### config.mk
export PLATFORM = sky130hd
export DESIGN_NAME = stx_strobe_gen
export DESIGN_NICKNAME = d
export VERILOG_FILES = /design/src/rtl/stx_pkg.sv /design/src/rtl/stx_cfg_capture.sv /design/src/rtl/stx_phase_timer.sv /design/src/rtl/stx_word_counter.sv /design/src/rtl/stx_strobe_gen.sv
export SDC_FILE = /design/constraint.sdc
export NUM_CORES = 1
export LEC_CHECK = 0
export ABC_AREA = 1
export BUFFER_PORTS_ARGS = -buffer_cell sky130_fd_sc_hd__buf_2
export CAP_MARGIN = 20
export CORE_MARGIN = 3
export CORE_UTILIZATION = 45
export DETAILED_ROUTE_END_ITERATION = 10
export PLACE_DENSITY = 0.69
export SLEW_MARGIN = 20
export SYNTH_ARGS = -nofsm -noshare
export SYNTH_HDL_FRONTEND = slang
export SYNTH_SLANG_ARGS = --single-unit
### constraint.sdc
create_clock -name clk -period 3.85 [get_ports clk]
set_clock_uncertainty 0.2 [all_clocks]
set_input_delay 0.1925 -clock clk [delete_from_list [all_inputs] [get_ports clk]]
set_output_delay 0.1925 -clock clk [all_outputs]
set_load 0.005 [all_outputs]
### src/rtl/stx_pkg.sv
package stx_pkg;

    typedef enum logic [1:0] {
        PH_IDLE  = 2'd0,
        PH_SETUP = 2'd1,
        PH_HOLD  = 2'd2
    } stx_phase_e;

    // Burst configuration captured at start
    typedef struct packed {
        logic dt;      // double-edge mode
        logic ho_fall; // extra hold after falling (double-edge only) edge
        logic ho_rise; // extra hold after rising edge
        logic su_fall; // extra setup before falling edge
        logic su_rise; // extra setup before rising edge
    } stx_cfg_t;

    // Length of a setup or hold phase in clocks
    function automatic int unsigned phase_len(input int unsigned unit,
                                              input logic dt,
                                              input logic ext);
        int unsigned base;
        base = dt ? unit : 2 * unit;
        return base + (ext ? 1 : 0);
    endfunction

endpackage

### src/rtl/stx_cfg_capture.sv
module stx_cfg_capture
    import stx_pkg::*;
#(
    parameter int DIV_W = 4
) (
    input  logic             clk,
    input  logic             rst,
    input  logic             capture,
    input  logic [DIV_W-1:0] div_i,
    input  logic             dt_i,
    input  logic [3:0]       ext_i,
    output logic [DIV_W-1:0] unit_o,
    output stx_cfg_t         cfg_o
);

    always_ff @(posedge clk) begin
        if (rst) begin
            unit_o <= DIV_W'(1);
            cfg_o  <= '0;
        end else if (capture) begin
            unit_o <= (div_i == '0) ? DIV_W'(1) : div_i;
            cfg_o  <= '{dt: dt_i, ho_fall: ext_i[3], ho_rise: ext_i[2],
                        su_fall: ext_i[1], su_rise: ext_i[0]};
        end
    end

endmodule

### src/rtl/stx_phase_timer.sv
module stx_phase_timer #(
    parameter int TW = 6
) (
    input  logic          clk,
    input  logic          rst,
    input  logic          clear,
    output logic [TW-1:0] count_o
);

    always_ff @(posedge clk) begin
        if (rst || clear) begin
            count_o <= '0;
        end else begin
            count_o <= count_o + TW'(1);
        end
    end

endmodule

### src/rtl/stx_word_counter.sv
module stx_word_counter #(
    parameter int CW = 8
) (
    input  logic          clk,
    input  logic          rst,
    input  logic          load,
    input  logic [CW-1:0] words_i,
    input  logic          dec,
    output logic          last_o
);

    logic [CW-1:0] remain;

    always_ff @(posedge clk) begin
        if (rst) begin
            remain <= '0;
        end else if (load) begin
            remain <= words_i;
        end else if (dec && remain != '0) begin
            remain <= remain - CW'(1);
        end
    end

    assign last_o = (remain == CW'(1));

endmodule

### src/rtl/stx_strobe_gen.sv
module stx_strobe_gen
    import stx_pkg::*;
#(
    parameter int DIV_W = 4,
    parameter int CNT_W = 8
) (
    input  logic             clk,
    input  logic             rst,
    input  logic [DIV_W-1:0] div_i,
    input  logic             dt_mode_i,
    input  logic [3:0]       ext_i,
    input  logic             start_i,
    input  logic [CNT_W-1:0] words_i,
    output logic             strobe_o,
    output logic             load_o,
    output logic             done_o
);

    localparam int TW = DIV_W + 2;

    stx_phase_e       phase;
    stx_cfg_t         cfg;
    logic [DIV_W-1:0] unit;
    logic [TW-1:0]    tcount;
    logic [TW-1:0]    setup_len;
    logic [TW-1:0]    hold_len;
    logic             odd_word;
    logic             last_word;
    logic             accept;
    logic             setup_end;
    logic             hold_end;
    logic             timer_clear;
    logic             use_fall;

    assign accept      = (phase == PH_IDLE) && start_i;
    assign use_fall    = cfg.dt && odd_word;
    assign setup_end   = (phase == PH_SETUP) && (tcount == setup_len - TW'(1));
    assign hold_end    = (phase == PH_HOLD) && (tcount == hold_len - TW'(1));
    assign timer_clear = (phase == PH_IDLE) || setup_end || hold_end;

    always_comb begin
        setup_len = TW'(phase_len(int'(unit), cfg.dt,
                                  use_fall ? cfg.su_fall : cfg.su_rise));
        hold_len  = TW'(phase_len(int'(unit), cfg.dt,
                                  use_fall ? cfg.ho_fall : cfg.ho_rise));
    end

    stx_cfg_capture #(.DIV_W(DIV_W)) u_cfg (
        .clk     (clk),
        .rst     (rst),
        .capture (accept),
        .div_i   (div_i),
        .dt_i    (dt_mode_i),
        .ext_i   (ext_i),
        .unit_o  (unit),
        .cfg_o   (cfg)
    );

    stx_phase_timer #(.TW(TW)) u_timer (
        .clk     (clk),
        .rst     (rst),
        .clear   (timer_clear),
        .count_o (tcount)
    );

    stx_word_counter #(.CW(CNT_W)) u_words (
        .clk     (clk),
        .rst     (rst),
        .load    (accept),
        .words_i (words_i),
        .dec     (hold_end),
        .last_o  (last_word)
    );

    always_ff @(posedge clk) begin
        if (rst) begin
            phase    <= PH_IDLE;
            strobe_o <= 1'b0;
            load_o   <= 1'b0;
            done_o   <= 1'b0;
            odd_word <= 1'b0;
        end else begin
            load_o <= 1'b0;
            done_o <= 1'b0;
            unique case (phase)
                PH_IDLE: begin
                    if (start_i) begin
                        odd_word <= 1'b0;
                        if (words_i == '0) begin
                            done_o <= 1'b1;
                        end else begin
                            load_o <= 1'b1;
                            phase  <= PH_SETUP;
                        end
                    end
                end
                PH_SETUP: begin
                    if (setup_end) begin
                        strobe_o <= cfg.dt ? ~strobe_o : 1'b1;
                        phase    <= PH_HOLD;
                    end
                end
                PH_HOLD: begin
                    if (!cfg.dt && tcount == TW'(unit) - TW'(1)) begin
                        strobe_o <= 1'b0;
                    end
                    if (hold_end) begin
                        if (last_word) begin
                            phase    <= PH_IDLE;
                            done_o   <= 1'b1;
                            strobe_o <= 1'b0;
                        end else begin
                            phase    <= PH_SETUP;
                            load_o   <= 1'b1;
                            odd_word <= ~odd_word;
                        end
                    end
                end
                default: phase <= PH_IDLE;
            endcase
        end
    end

endmodule

==> metrics.cfg <==
[grt]
grt_antenna_before_repair = 0
grt_use_total_pct = 19.26
grt_start_max_net_pins = 24
grt_pass1_wl_mm = 8.017
overflow = 0
first_global_vias = 1852

[clock_network]
cts_tree = built
cts.sinks = 29
cts_made_buffers = 5
clkSlewWorstSetupHoldPaths_ns = 0.07
clock_latency_ns = 0.28
clockBufferDepth = 2
cts_max_level = 2
postCtsResizedCells = 0
cts_root_buf = clkbuf_8

[routing]
ant_nets = 0
routed_wl_mm = 4.766
vias = 2064
route.detailed.drc = 0
wl_per_cell_um = 11.86
drt_iter0_markers = 109
drt-pass1-iter-count = 5
vias_per_cell = 5.134

[layout]
antenna_cells = 0
layout-drive-gt1-share_pct = 14.77
nets = 379
final_cell_area_um2 = 2385
syn_to_final_growth_pct = 16.58
num-fill-cells = 415

[synth]
synth_nets = 350
yosysMostFrequentCell = nand2_1
synth_top_cell_by_area = dfxtp_1
synth_flop_cell = dfxtp_1
synth.cell_area_um2 = 2046
synth.area.top_cells = dfxtp_1, nand2_1, nand3_1
synth-edff-count = 0
synth_top_area_share_pct = 28.38
syn-mean-instance-area_um2 = 6.353
synthArstFlopShare_pct = 0
ys_ff_latch = 29
netlist_instances = 322
yosysSeqAreaShare_pct = 28.38
ys_types = 27
synth_warnings = 0
synth_common_cells = nand2_1, nor2_1, nand3_1

[pwr]
p_per_area_nw_per_um2 = 425.6
p_leak_nw = 1.130
vdd_drop_max_uv = 322.9

[worst_setup_path]
cp_slowest_cell = dfxtp_1
worstSetupStartpoint = u_cfg.cfg_o[4]$_SDFFE_PP0P_
critPathArrivalTime_ns = 2.84
worstReg2RegEnd = u_words.remain[5]$_SDFFE_PP0P_
ff2ff_path_depth = 15
cp-end-kind = flop
critPathMaxStageDelay_ns = 0.59
r2r_slack_ns = 0.98
worstPathCellList = nand2_1 -> mux2i_1 -> ha_1 -> ha_1 -> nand3_1 -> nor2_1 -> nand2_1 -> nand2_1 -> nand3_2 -> nor2_4 -> nand3_4 -> nand2_2 -> inv_2 -> nor2_1 -> nor2_1
critPathLaunchType = flop
crit_fanout = 12
regToRegStartpoint = u_cfg.cfg_o[4]$_SDFFE_PP0P_
required_ns = 3.83
crit_type = flop to flop

[timing]
post-route-period-util_pct = 74.47
rsz0062_at_grt = no
slew_headroom_pct = 56.88
final-hold-violation-count = 0
timing.final.ws_setup_ns = 0.9830
clock.fmax_ghz = 0.3488
timing.final.crit_period_ns = 2.867
worst_slew_pin_slew_ns = 0.6461
setup_viol = 0
tns_ns = 0
slew_viol_final = 0

[floorplan]
rows = 23
die_w_um = 73.43
initial_core_util_pct = 48.69
core_um2 = 4202
die_area_um2 = 5391
io_pins = 23
fp.dieH_um = 73.43

[placement]
io_buffers = 22
pre_cts_ws_ns = 1.029
hpwlAfterDp_mm = 3.655
post_dp_cell_area_um2 = 2185
gp_congestion = 0.9068

[outcome]
status = completed

[min_path]
min_to = u_cfg.unit_o[2]$_SDFFE_PP0P_
min_path_type = input port to flop
min-delay-start = div_i[2]
min_path_cells = 3

[run]
drv_cap = 0

-- area by class of cell --
class / instances / area, µm² / share of cell area (%)
clock buffers: 6 / 82.58 / 3.463
clock inverters: 2 / 37.54 / 1.574
inverters: 34 / 127.6 / 5.351
multi-input cells: 250 / 1296 / 54.35
flip-flops and latches: 29 / 580.6 / 24.34
well taps: 50 / 62.56 / 2.623
repair buffers: 31 / 197.7 / 8.290
-- kinds of logic after synthesis --
| kind of cell | share of synthesized area [%] |
|---|---|
| xor gates and xnor gates | 6.422 |
| AOI/OAI and AO/OA | 10.46 |
| DFF | 28.38 |
| and+or+nand+nor | 40.61 |
| buffers and inverters | 8.257 |
| adders and majority gates | 4.893 |
| muxes | 0.9786 |
-- metrics by stage --
stage	utilization [%]	std cells	hold slack, ns	power (W)
6_report	56.76	402	0.009102	0.001015
5_1_grt	56.76	402	0.01983	0.001090
4_1_cts	56.76	402	0.008415	0.001018
3_5_place_dp	52.00	386	0.2226	0.0006829
3_3_place_gp	52.00	386	0.2196	0.0006839
2_1_floorplan	-	322	0.06157	0.0006152
-- state kept, by name, indices dropped and copies added, names as in the netlist --
name	cells
u_words.remain	8
u_timer.count_o	6
u_cfg.cfg_o	5
u_cfg.unit_o	4
phase	2
done_o	1
load_o	1
odd_word	1
strobe_o	1
-- critical path, delay by kind of cell, from the launching register on --
family	cells	cell delay, ns
fa+ha+maj	2	0.47
buf+inv	1	0.08
flops	1	0.59
mux	1	0.20
simple gates	11	1.20
-- per-layer routing --
layer | vias up | track usage (%) | part of all wire [%]
li1 | 1101 | - | -
met1 | 893 | 25.81 | 50
met2 | 63 | 29.99 | 44
met4 | 0 | 6.841 | 2.0
met5 | - | 0 | 0
met3 | 7 | 4.788 | 4.7
-- placed cells by master, fill, tap and decap left out --
cell type | synthesis | routed
clkinvlp_4 | 0 | 1
dlygate4sd3_1 | 0 | 8
o21ai_0 | 22 | 22
nor2_4 | 2 | 2
buf_2 | 0 | 22
dfxtp_1 | 29 | 29
nand4_1 | 5 | 5
nand2_1 | 82 | 82
inv_1 | 29 | 29
ha_1 | 8 | 8
nor4_1 | 3 | 3
o21ai_1 | 1 | 1
bufinv_16 | 0 | 1
a211oi_1 | 1 | 1
nor2_2 | 1 | 1
o21ai_2 | 1 | 1
buf_4 | 0 | 1
nor2_1 | 40 | 40
clkbuf_8 | 0 | 6
nand3_2 | 2 | 2
a21oi_1 | 15 | 15
inv_2 | 5 | 5
nor3_1 | 2 | 2
nand3_1 | 35 | 35
nand3b_1 | 2 | 2
nand3_4 | 1 | 1
xor2_1 | 8 | 8
xnor2_1 | 7 | 7
nand2_2 | 9 | 9
o211ai_1 | 1 | 1
mux2i_1 | 2 | 2
-- worst max-delay path by stage --
stage / endpoint / slack [ns] / cells after the start
2_1_floorplan: u_words.remain[5]$_SDFFE_PP0P_ / 1.43 / 16
3_3_place_gp: u_words.remain[0]$_SDFFE_PP0P_ / 1.15 / 15
3_5_place_dp: u_words.remain[5]$_SDFFE_PP0P_ / 1.03 / 15
4_1_cts: u_words.remain[5]$_SDFFE_PP0P_ / 1.01 / 15
5_1_grt: u_words.remain[4]$_SDFFE_PP0P_ / 0.68 / 15
6_report: u_words.remain[5]$_SDFFE_PP0P_ / 0.98 / 15
-- timing repair --
item                                   in CTS  in global routing
buffers inserted                            0                  0
endpoints found under the hold margin      11                  0
hold buffers                                8                  0
-- where the power goes --
group	switching (W)	internal (W)	leakage [nW]
combinational	0.000199	0.000128	0.835
clock	0.000118	0.000210	0.0574
sequential	0.0000309	0.000328	0.238
total	0.000349	0.000666	1.13
Note: power is estimated with default switching activity, not from simulation.
